**src/rtl/vga_scan_pkg.sv**
```systemverilog
package vga_scan_pkg;

    // Transfer sequencer states
    typedef enum logic [2:0] {
        SQ_IDLE,   // waiting for a visible line start
        SQ_INIT,   // arming step, no pixels
        SQ_RUN,    // cells released on transfer-counter wraps
        SQ_FLUSH,  // all cells requested, waiting for shifter to drain
        SQ_BLACK   // reset stage forcing the black value
    } seq_state_t;

    localparam int NUM_CH = 2;

endpackage

```
**src/rtl/vga_line_timing.sv**
```systemverilog
module vga_line_timing #(
    parameter int LT_W = 11,
    parameter int LN_W = 10
) (
    input  logic            clk,
    input  logic            rst_n,
    input  logic [LT_W-1:0] lim,
    input  logic [LT_W-1:0] hs_at,
    input  logic [LN_W-1:0] lines,
    input  logic [LN_W-1:0] vis_lines,
    input  logic [LN_W-1:0] vs_start,
    input  logic [LN_W-1:0] vs_end,
    output logic            line_start,
    output logic            line_visible,
    output logic            hs_act,
    output logic            vs_act
);

    typedef struct packed {
        logic [LT_W-1:0] lt;
        logic            hs;
        logic [LN_W-1:0] ln;
        logic            vs;
    } tm_t;

    tm_t tm_d, tm_q;
    logic hit_hs, hit_lim;

    always_comb begin
        tm_d    = tm_q;
        hit_hs  = (tm_q.lt == hs_at);
        hit_lim = (tm_q.lt == lim);
        tm_d.lt = hit_lim ? '0 : tm_q.lt + LT_W'(1);
        if (hit_hs) begin
            tm_d.hs = 1'b1;
        end else if (hit_lim) begin
            tm_d.hs = 1'b0;
        end
        if (hit_hs) begin
            tm_d.ln = (tm_q.ln == lines - LN_W'(1)) ? '0 : tm_q.ln + LN_W'(1);
        end
        tm_d.vs = (tm_d.ln >= vs_start) && (tm_d.ln <= vs_end);
    end

    always_ff @(posedge clk or negedge rst_n) begin
        if (!rst_n) begin
            tm_q <= '0;
        end else begin
            tm_q <= tm_d;
        end
    end

    assign line_start   = (tm_q.lt == '0);
    assign line_visible = (tm_q.ln < vis_lines);
    assign hs_act       = tm_q.hs;
    assign vs_act       = tm_q.vs;

    AST_LT_WRAP: assert property (@(posedge clk) disable iff (!rst_n)
        (tm_q.lt == lim) |=> (tm_q.lt == '0));
    AST_HS_SET: assert property (@(posedge clk) disable iff (!rst_n)
        (tm_q.lt == hs_at) |=> tm_q.hs);
    AST_VS_ON_LINE_EVENT: assert property (@(posedge clk) disable iff (!rst_n)
        !$stable(tm_q.vs) |-> $past(tm_q.lt == hs_at));

endmodule

```
**src/rtl/vga_xfer_seq.sv**
```systemverilog
module vga_xfer_seq
    import vga_scan_pkg::*;
#(
    parameter int XT_W = 8,
    parameter int CA_W = 6
) (
    input  logic            clk,
    input  logic            rst_n,
    input  logic [XT_W-1:0] xfer_lim,
    input  logic [CA_W:0]   cells,
    input  logic            dual,
    input  logic            line_start,
    input  logic            line_visible,
    input  logic            cell_busy,
    output logic            rd_en,
    output logic [CA_W-1:0] rd_addr,
    output logic            rd_chan,
    output logic            force_black
);

    typedef struct packed {
        seq_state_t                   st;
        logic [XT_W-1:0]              xt;
        logic [NUM_CH-1:0][CA_W:0]    rem;
        logic [NUM_CH-1:0][CA_W-1:0]  nxt;
        logic                         turn;
        logic                         rd_en;
        logic [CA_W-1:0]              addr;
        logic                         chan;
        logic                         last_chan;
    } sq_t;

    sq_t sq_d, sq_q;
    logic            tick;
    logic            ch;
    logic [CA_W-1:0] step;
    logic [CA_W:0]   left;
    logic [CA_W:0]   half_up;

    always_comb begin
        sq_d       = sq_q;
        sq_d.rd_en = 1'b0;
        tick       = (sq_q.xt == xfer_lim);
        sq_d.xt    = tick ? '0 : sq_q.xt + XT_W'(1);
        ch         = sq_q.turn;
        step       = dual ? CA_W'(2) : CA_W'(1);
        left       = sq_q.rem[0] + sq_q.rem[1];
        half_up    = (CA_W+1)'(({1'b0, cells} + 1'b1) >> 1);
        unique case (sq_q.st)
            SQ_IDLE: begin
                if (line_start && line_visible) begin
                    sq_d.st = SQ_INIT;
                end
            end
            SQ_INIT: begin
                sq_d.xt     = '0;
                sq_d.rem[0] = dual ? half_up : cells;
                sq_d.rem[1] = dual ? (cells >> 1) : '0;
                sq_d.nxt[0] = '0;
                sq_d.nxt[1] = CA_W'(1);
                sq_d.turn   = 1'b0;
                sq_d.chan   = 1'b1;
                sq_d.st     = (cells == '0) ? SQ_FLUSH : SQ_RUN;
            end
            SQ_RUN: begin
                if (tick) begin
                    sq_d.rd_en     = 1'b1;
                    sq_d.addr      = sq_q.nxt[ch];
                    sq_d.chan      = ch;
                    sq_d.last_chan = sq_q.chan;
                    sq_d.rem[ch]   = sq_q.rem[ch] - (CA_W+1)'(1);
                    sq_d.nxt[ch]   = sq_q.nxt[ch] + step;
                    sq_d.turn      = dual & ~sq_q.turn;
                    if (left == (CA_W+1)'(1)) begin
                        sq_d.st = SQ_FLUSH;
                    end
                end
            end
            SQ_FLUSH: begin
                if (!sq_q.rd_en && !cell_busy) begin
                    sq_d.st = SQ_BLACK;
                end
            end
            SQ_BLACK: begin
                sq_d.st = SQ_IDLE;
            end
            default: sq_d.st = SQ_IDLE;
        endcase
    end

    always_ff @(posedge clk or negedge rst_n) begin
        if (!rst_n) begin
            sq_q    <= '0;
            sq_q.st <= SQ_IDLE;
        end else begin
            sq_q <= sq_d;
        end
    end

    assign rd_en       = sq_q.rd_en;
    assign rd_addr     = sq_q.addr;
    assign rd_chan     = sq_q.chan;
    assign force_black = (sq_q.st == SQ_BLACK);

    AST_RD_AFTER_RUN: assert property (@(posedge clk) disable iff (!rst_n)
        sq_q.rd_en |-> $past(sq_q.st == SQ_RUN));
    AST_BLANK_STAYS_IDLE: assert property (@(posedge clk) disable iff (!rst_n)
        (sq_q.st == SQ_IDLE && line_start && !line_visible) |=> (sq_q.st == SQ_IDLE));
    AST_CHAN_ALTERNATES: assert property (@(posedge clk) disable iff (!rst_n)
        (sq_q.rd_en && dual) |-> (sq_q.chan != sq_q.last_chan));
    AST_SINGLE_CHAN0: assert property (@(posedge clk) disable iff (!rst_n)
        (sq_q.rd_en && !dual) |-> !sq_q.chan);

endmodule

```
**src/rtl/vga_cell_shifter.sv**
```systemverilog
module vga_cell_shifter #(
    parameter int               PIX_W    = 8,
    parameter int               CELL_PIX = 4,
    parameter logic [PIX_W-1:0] BLACK    = '0
) (
    input  logic                      clk,
    input  logic                      rst_n,
    input  logic                      rd_en,
    input  logic [PIX_W*CELL_PIX-1:0] rd_data,
    input  logic                      force_black,
    output logic [PIX_W-1:0]          pix,
    output logic                      cell_busy,
    output logic                      err
);

    localparam int WW = PIX_W * CELL_PIX;
    localparam int CW = $clog2(CELL_PIX + 1);

    typedef struct packed {
        logic             ld;
        logic [WW-1:0]    sh;
        logic [CW-1:0]    cnt;
        logic [PIX_W-1:0] pix;
        logic             err;
    } shf_t;

    shf_t shf_d, shf_q;
    logic [WW-1:0] sh_next;

    // Lane i takes lane i+1; the top lane fills with black
    for (genvar i = 0; i < CELL_PIX; i++) begin : g_lane
        if (i == CELL_PIX - 1) begin : g_top
            assign sh_next[i*PIX_W +: PIX_W] = BLACK;
        end else begin : g_mid
            assign sh_next[i*PIX_W +: PIX_W] = shf_q.sh[(i+1)*PIX_W +: PIX_W];
        end
    end

    always_comb begin
        shf_d    = shf_q;
        shf_d.ld = rd_en;
        if (shf_q.ld) begin
            if (shf_q.cnt > CW'(1)) begin
                shf_d.err = 1'b1;
            end
            shf_d.sh  = rd_data;
            shf_d.cnt = CW'(CELL_PIX);
        end else if (shf_q.cnt != '0) begin
            shf_d.sh  = sh_next;
            shf_d.cnt = shf_q.cnt - CW'(1);
        end
        shf_d.pix = ((shf_q.cnt != '0) && !force_black) ? shf_q.sh[PIX_W-1:0] : BLACK;
        if (force_black) begin
            shf_d.cnt = '0;
        end
    end

    always_ff @(posedge clk or negedge rst_n) begin
        if (!rst_n) begin
            shf_q     <= '0;
            shf_q.pix <= BLACK;
        end else begin
            shf_q <= shf_d;
        end
    end

    assign pix       = shf_q.pix;
    assign cell_busy = shf_q.ld || (shf_q.cnt != '0);
    assign err       = shf_q.err;

    AST_ERR_STICKY: assert property (@(posedge clk) disable iff (!rst_n)
        shf_q.err |=> shf_q.err);
    AST_FORCE_BLACK: assert property (@(posedge clk) disable iff (!rst_n)
        force_black |=> (pix == BLACK));

endmodule

```
**src/rtl/vga_scan_engine.sv**
```systemverilog
module vga_scan_engine #(
    parameter int               PIX_W      = 8,
    parameter int               CELL_PIX   = 4,
    parameter int               CA_W       = 6,
    parameter int               LT_W       = 11,
    parameter int               XT_W       = 8,
    parameter int               LN_W       = 10,
    parameter logic [PIX_W-1:0] BLACK      = '0,
    parameter bit               HS_ACT_LOW = 1'b1,
    parameter bit               VS_ACT_LOW = 1'b1
) (
    input  logic                      clk,
    input  logic                      rst_n,
    input  logic [LT_W-1:0]           cfg_line_limit,
    input  logic [LT_W-1:0]           cfg_hsync_at,
    input  logic [XT_W-1:0]           cfg_xfer_limit,
    input  logic [CA_W:0]             cfg_cells,
    input  logic                      cfg_dual,
    input  logic [LN_W-1:0]           cfg_lines,
    input  logic [LN_W-1:0]           cfg_vis_lines,
    input  logic [LN_W-1:0]           cfg_vs_start,
    input  logic [LN_W-1:0]           cfg_vs_end,
    output logic                      rd_en,
    output logic [CA_W-1:0]           rd_addr,
    output logic                      rd_chan,
    input  logic [PIX_W*CELL_PIX-1:0] rd_data,
    output logic [PIX_W-1:0]          pix,
    output logic                      hsync,
    output logic                      vsync,
    output logic                      cfg_err
);

    typedef struct packed {
        logic [LT_W-1:0] line_limit;
        logic [LT_W-1:0] hsync_at;
        logic [XT_W-1:0] xfer_limit;
        logic [CA_W:0]   cells;
        logic            dual;
        logic [LN_W-1:0] lines;
        logic [LN_W-1:0] vis_lines;
        logic [LN_W-1:0] vs_start;
        logic [LN_W-1:0] vs_end;
    } cfg_t;

    cfg_t cfg_d, cfg_q;

    // Settings follow the inputs only while reset is held
    always_comb begin
        cfg_d = cfg_q;
        if (!rst_n) begin
            cfg_d.line_limit = cfg_line_limit;
            cfg_d.hsync_at   = cfg_hsync_at;
            cfg_d.xfer_limit = cfg_xfer_limit;
            cfg_d.cells      = cfg_cells;
            cfg_d.dual       = cfg_dual;
            cfg_d.lines      = cfg_lines;
            cfg_d.vis_lines  = cfg_vis_lines;
            cfg_d.vs_start   = cfg_vs_start;
            cfg_d.vs_end     = cfg_vs_end;
        end
    end

    always_ff @(posedge clk) begin
        cfg_q <= cfg_d;
    end

    logic line_start, line_visible, hs_act, vs_act;
    logic cell_busy, force_black;

    vga_line_timing #(
        .LT_W (LT_W),
        .LN_W (LN_W)
    ) i_timing (
        .clk          (clk),
        .rst_n        (rst_n),
        .lim          (cfg_q.line_limit),
        .hs_at        (cfg_q.hsync_at),
        .lines        (cfg_q.lines),
        .vis_lines    (cfg_q.vis_lines),
        .vs_start     (cfg_q.vs_start),
        .vs_end       (cfg_q.vs_end),
        .line_start   (line_start),
        .line_visible (line_visible),
        .hs_act       (hs_act),
        .vs_act       (vs_act)
    );

    vga_xfer_seq #(
        .XT_W (XT_W),
        .CA_W (CA_W)
    ) i_seq (
        .clk          (clk),
        .rst_n        (rst_n),
        .xfer_lim     (cfg_q.xfer_limit),
        .cells        (cfg_q.cells),
        .dual         (cfg_q.dual),
        .line_start   (line_start),
        .line_visible (line_visible),
        .cell_busy    (cell_busy),
        .rd_en        (rd_en),
        .rd_addr      (rd_addr),
        .rd_chan      (rd_chan),
        .force_black  (force_black)
    );

    vga_cell_shifter #(
        .PIX_W    (PIX_W),
        .CELL_PIX (CELL_PIX),
        .BLACK    (BLACK)
    ) i_shift (
        .clk         (clk),
        .rst_n       (rst_n),
        .rd_en       (rd_en),
        .rd_data     (rd_data),
        .force_black (force_black),
        .pix         (pix),
        .cell_busy   (cell_busy),
        .err         (cfg_err)
    );

    assign hsync = hs_act ^ HS_ACT_LOW;
    assign vsync = vs_act ^ VS_ACT_LOW;

endmodule

```
**config.mk**
```make
export PLATFORM = sky130hd
export DESIGN_NAME = vga_scan_engine
export DESIGN_NICKNAME = d
export VERILOG_FILES = /design/src/rtl/vga_scan_pkg.sv /design/src/rtl/vga_line_timing.sv /design/src/rtl/vga_xfer_seq.sv /design/src/rtl/vga_cell_shifter.sv /design/src/rtl/vga_scan_engine.sv
export SDC_FILE = /design/constraint.sdc
export NUM_CORES = 1
export LEC_CHECK = 0
export BUFFER_PORTS_ARGS = -buffer_cell sky130_fd_sc_hd__buf_4
export CAP_MARGIN = 10
export CORE_ASPECT_RATIO = 0.8
export CORE_MARGIN = 5
export CORE_UTILIZATION = 43
export CTS_CLUSTER_DIAMETER = 100
export CTS_CLUSTER_SIZE = 25
export DETAILED_ROUTE_END_ITERATION = 16
export GPL_TIMING_DRIVEN = 0
export PLACE_DENSITY_LB_ADDON = 0.2
export SLEW_MARGIN = 25
export SYNTH_ARGS = -nofsm -noshare
export SYNTH_HDL_FRONTEND = slang
export SYNTH_SLANG_ARGS = --single-unit
```
**constraint.sdc**
```tcl
create_clock -name clk -period 10.27 [get_ports clk]
set_clock_uncertainty 0.1 [all_clocks]
set_input_delay 2.054 -clock clk [delete_from_list [all_inputs] [get_ports clk]]
set_output_delay 2.054 -clock clk [all_outputs]
set_load 0.005 [all_outputs]
```
==> impl_metrics.tcl <==
set metrics [dict create \
    outcome "completed" \
    synth_area_sq_mm 0.00957 \
    max_freq_ghz 0.254 \
    slew_headroom_pct 41.0 \
    ys_types 65 \
    hp-class "reg2reg" \
    gr-total-overflow 0 \
    ir_drop_mv 0.130 \
    grt_start_max_net_pins 60 \
    cts_tree "yes" \
    dieArea_sq_mm 0.0253 \
    remaining_drc_errors 0 \
    total_power_w 0.00234 \
    synth-xor-area-share_pct 7.14 \
    drive_gt1_share_pct 19.5 \
    vias 6716 \
    grt_pass1_vias 6708 \
    synth_fa_ha_area_share_pct 6.70 \
    start_util_pct 44.0 \
    layout_commonest_cell "buf_4" \
    crit_fanout 9 \
    finalHoldViolCount 0 \
    yosys.area_share.simple_pct 13.2 \
    synthToLayoutAreaGrowth_pct 21.0 \
    first_pass_iters 5 \
    maxCapViolCount 0 \
    core_area_sq_mm 0.0217 \
    antenna_found_initial 0 \
    die_w_microns 177 \
    drtAntennaViolNets 0 \
    htreeDepth 4 \
    path_class "reg2reg" \
    worstPathArrival_ns 4.22 \
    synth_area_per_cell_sq_um 11.0 \
    dp_hpwl_mm 15.8 \
    post-route-period-util_pct 38.3 \
    rows 48 \
    root_buffer "clkbuf_16" \
    port-buffer-count 130 \
    clk_path_buf_depth 2 \
    synth_edf_count 78 \
    rsz0062_at_grt "false" \
    grt_pass1_wl_mm 34.7 \
    tightestPinTransition_ns 0.884 \
    seq_area_frac_synth_pct 54.3 \
    ys.flop_type "dfrtp_1" \
    start_kind "register" \
    synth_top_family_by_area "simple AND/OR/NAND/NOR gates" \
    wl_per_cell_microns 16.0 \
    final_nets 1183 \
    syn_nets 1032 \
    cellPowerDensity_mw_per_mm2 202 \
    syn_inst 870 \
    grt_use_total_pct 17.2 \
    crit_path_end_kind "register" \
    drv_slew 0 \
    dr.first_iter.drc_count 473 \
    cts_sinks 192 \
    diodes 0 \
    yosys_warnings 0 \
    synth-seq-cells 192 \
    wl_mm 21.4 \
    clk_latency_ns 0.43 \
    cts_resized 0 \
    cts_made_buffers 17 \
    setup_viol 0 \
    cts_setup_buffers 0 \
    die_h_microns 143 \
    cts.clk_slew.worst_paths_ns 0.08 \
    globalplace.congestion 0.843 \
    synth.area.mux_share_pct 4.67 \
    final_cell_mix "143 x buf_4, 114 x dfrtp_1, 78 x edfxtp_1, 69 x nand2_1" \
    synth-compound-area-share_pct 9.18 \
    power_leakage_nw 5.15 \
    cp.required_ns 10.55 \
    finalCriticalPeriod_ns 3.94 \
    cts_hold_buf 0 \
    async_flop_share_pct 59.4 \
    routed_via_density 5.03 \
    hold_ws_ns 0.318 \
    boundaryPins 131 \
    setup_tns_ns 0 \
]
-- worst paths after layout --
| check | from | endpoint | slack (ns) | depth (start not counted) |
|---|---|---|---|---|
| setup reg to reg | cfg_q[30] | i_timing.vs_act | 6.33 | 16 |
| hold / removal | i_seq.rd_en | i_shift.shf_q[44] | 0.32 | 0 |
| hold reg to reg | i_seq.rd_en | i_shift.shf_q[44] | 0.32 | 0 |
| max in group asynchronous | rst_n | i_seq.sq_q[34] | 7.97 | 2 |
| setup / recovery | cfg_q[30] | i_timing.vs_act | 6.33 | 16 |
| min in group asynchronous | rst_n | i_shift.sh_next[13] | 1.42 | 1 |
-- routing by layer --
metal,part of all wire (%),up-vias,track usage (%)
li1,-,3343,-
met2,44,162,25.4
met5,0,-,0
met1,50,3193,26.3
met4,0.99,0,4.03
met3,4.3,18,3.31
-- power breakdown --
group          total [W]  internal [W]  switching (W)
sequential       0.00101      0.000912      0.0000961
combinational   0.000672      0.000310       0.000362
clock           0.000658      0.000338       0.000320
total            0.00234       0.00156       0.000778
-- flip-flops by register name (all words and copies together), names as in the netlist --
signal and count:
i_seq.ch 1, i_seq.sq_q 37, i_timing.tm_q 21, i_shift.err 1, i_shift.sh_next 24, cfg_q 78, i_seq.rd_addr 6, i_seq.rd_en 1
i_shift.pix 8, i_shift.shf_q 12, i_timing.vs_act 1, i_seq.rd_chan 1, i_timing.hs_act 1
-- cell usage after synthesis, types with 14 or more instances --
master | instances | area (sq um)
nand2_1 | 69 | 259
dfrtp_1 | 114 | 2850
edfxtp_1 | 78 | 2340
ha_1 | 48 | 601
xnor2_1 | 39 | 342
buf_4 | 14 | 105
xor2_1 | 39 | 342
inv_1 | 54 | 203
clkbuf_1 | 28 | 105
nand3_1 | 35 | 175
mux2i_1 | 39 | 390
nor3_1 | 14 | 70.1
a21oi_1 | 36 | 180
nor2_1 | 62 | 233
o21ai_0 | 62 | 310
-- area by class of cell --
| type | count | area (sq um) |
|---|---|---|
| inverters | 54 | 208 |
| clock buffers | 19 | 453 |
| repair buffers | 132 | 1040 |
| well taps | 300 | 375 |
| clock inverters | 13 | 140 |
| fillers | 1992 | 10200 |
| plain buffers | 51 | 262 |
| flip-flops and latches | 192 | 5190 |
| multi-input cells | 573 | 3910 |
-- critical path, stage by stage (launching register included) --
cell,delay (ns)
edfxtp_1,0.46
inv_1,0.09
ha_1,0.22
or3b_4,0.42
or3_1,0.35
a21o_1,0.18
a31o_1,0.22
and4b_1,0.18
buf_6,0.14
nor2_1,0.22
ha_1,0.29
nor2b_1,0.14
o21a_1,0.17
o21ai_0,0.25
a21oi_1,0.12
o21ai_0,0.22
o21a_1,0.15
-- through the flow --
step | cell area (sq um) | setup WS (ns) | util [%] | std cells
floorplan | 9570 | 6.17 | - | 870
global placement | 10900 | 3.98 | 50.2 | 1300
detailed placement | 11000 | 6.38 | 50.5 | 1302
CTS | 11600 | 6.34 | 53.3 | 1334
global route | 11600 | 6.11 | 53.3 | 1334
finish | 11600 | 6.33 | 53.3 | 1334
-- logic make-up (layout without fill, tap and decap cells) --
family	Yosys count	in the layout
and+or+nand+nor	254	254
DFF	192	192
AOI/OAI and AO/OA	147	147
buffers and inverters	105	269
xor gates and xnor gates	78	78
adders and majority gates	50	50
muxes	44	44
Note: power is estimated with default switching activity, not from simulation.
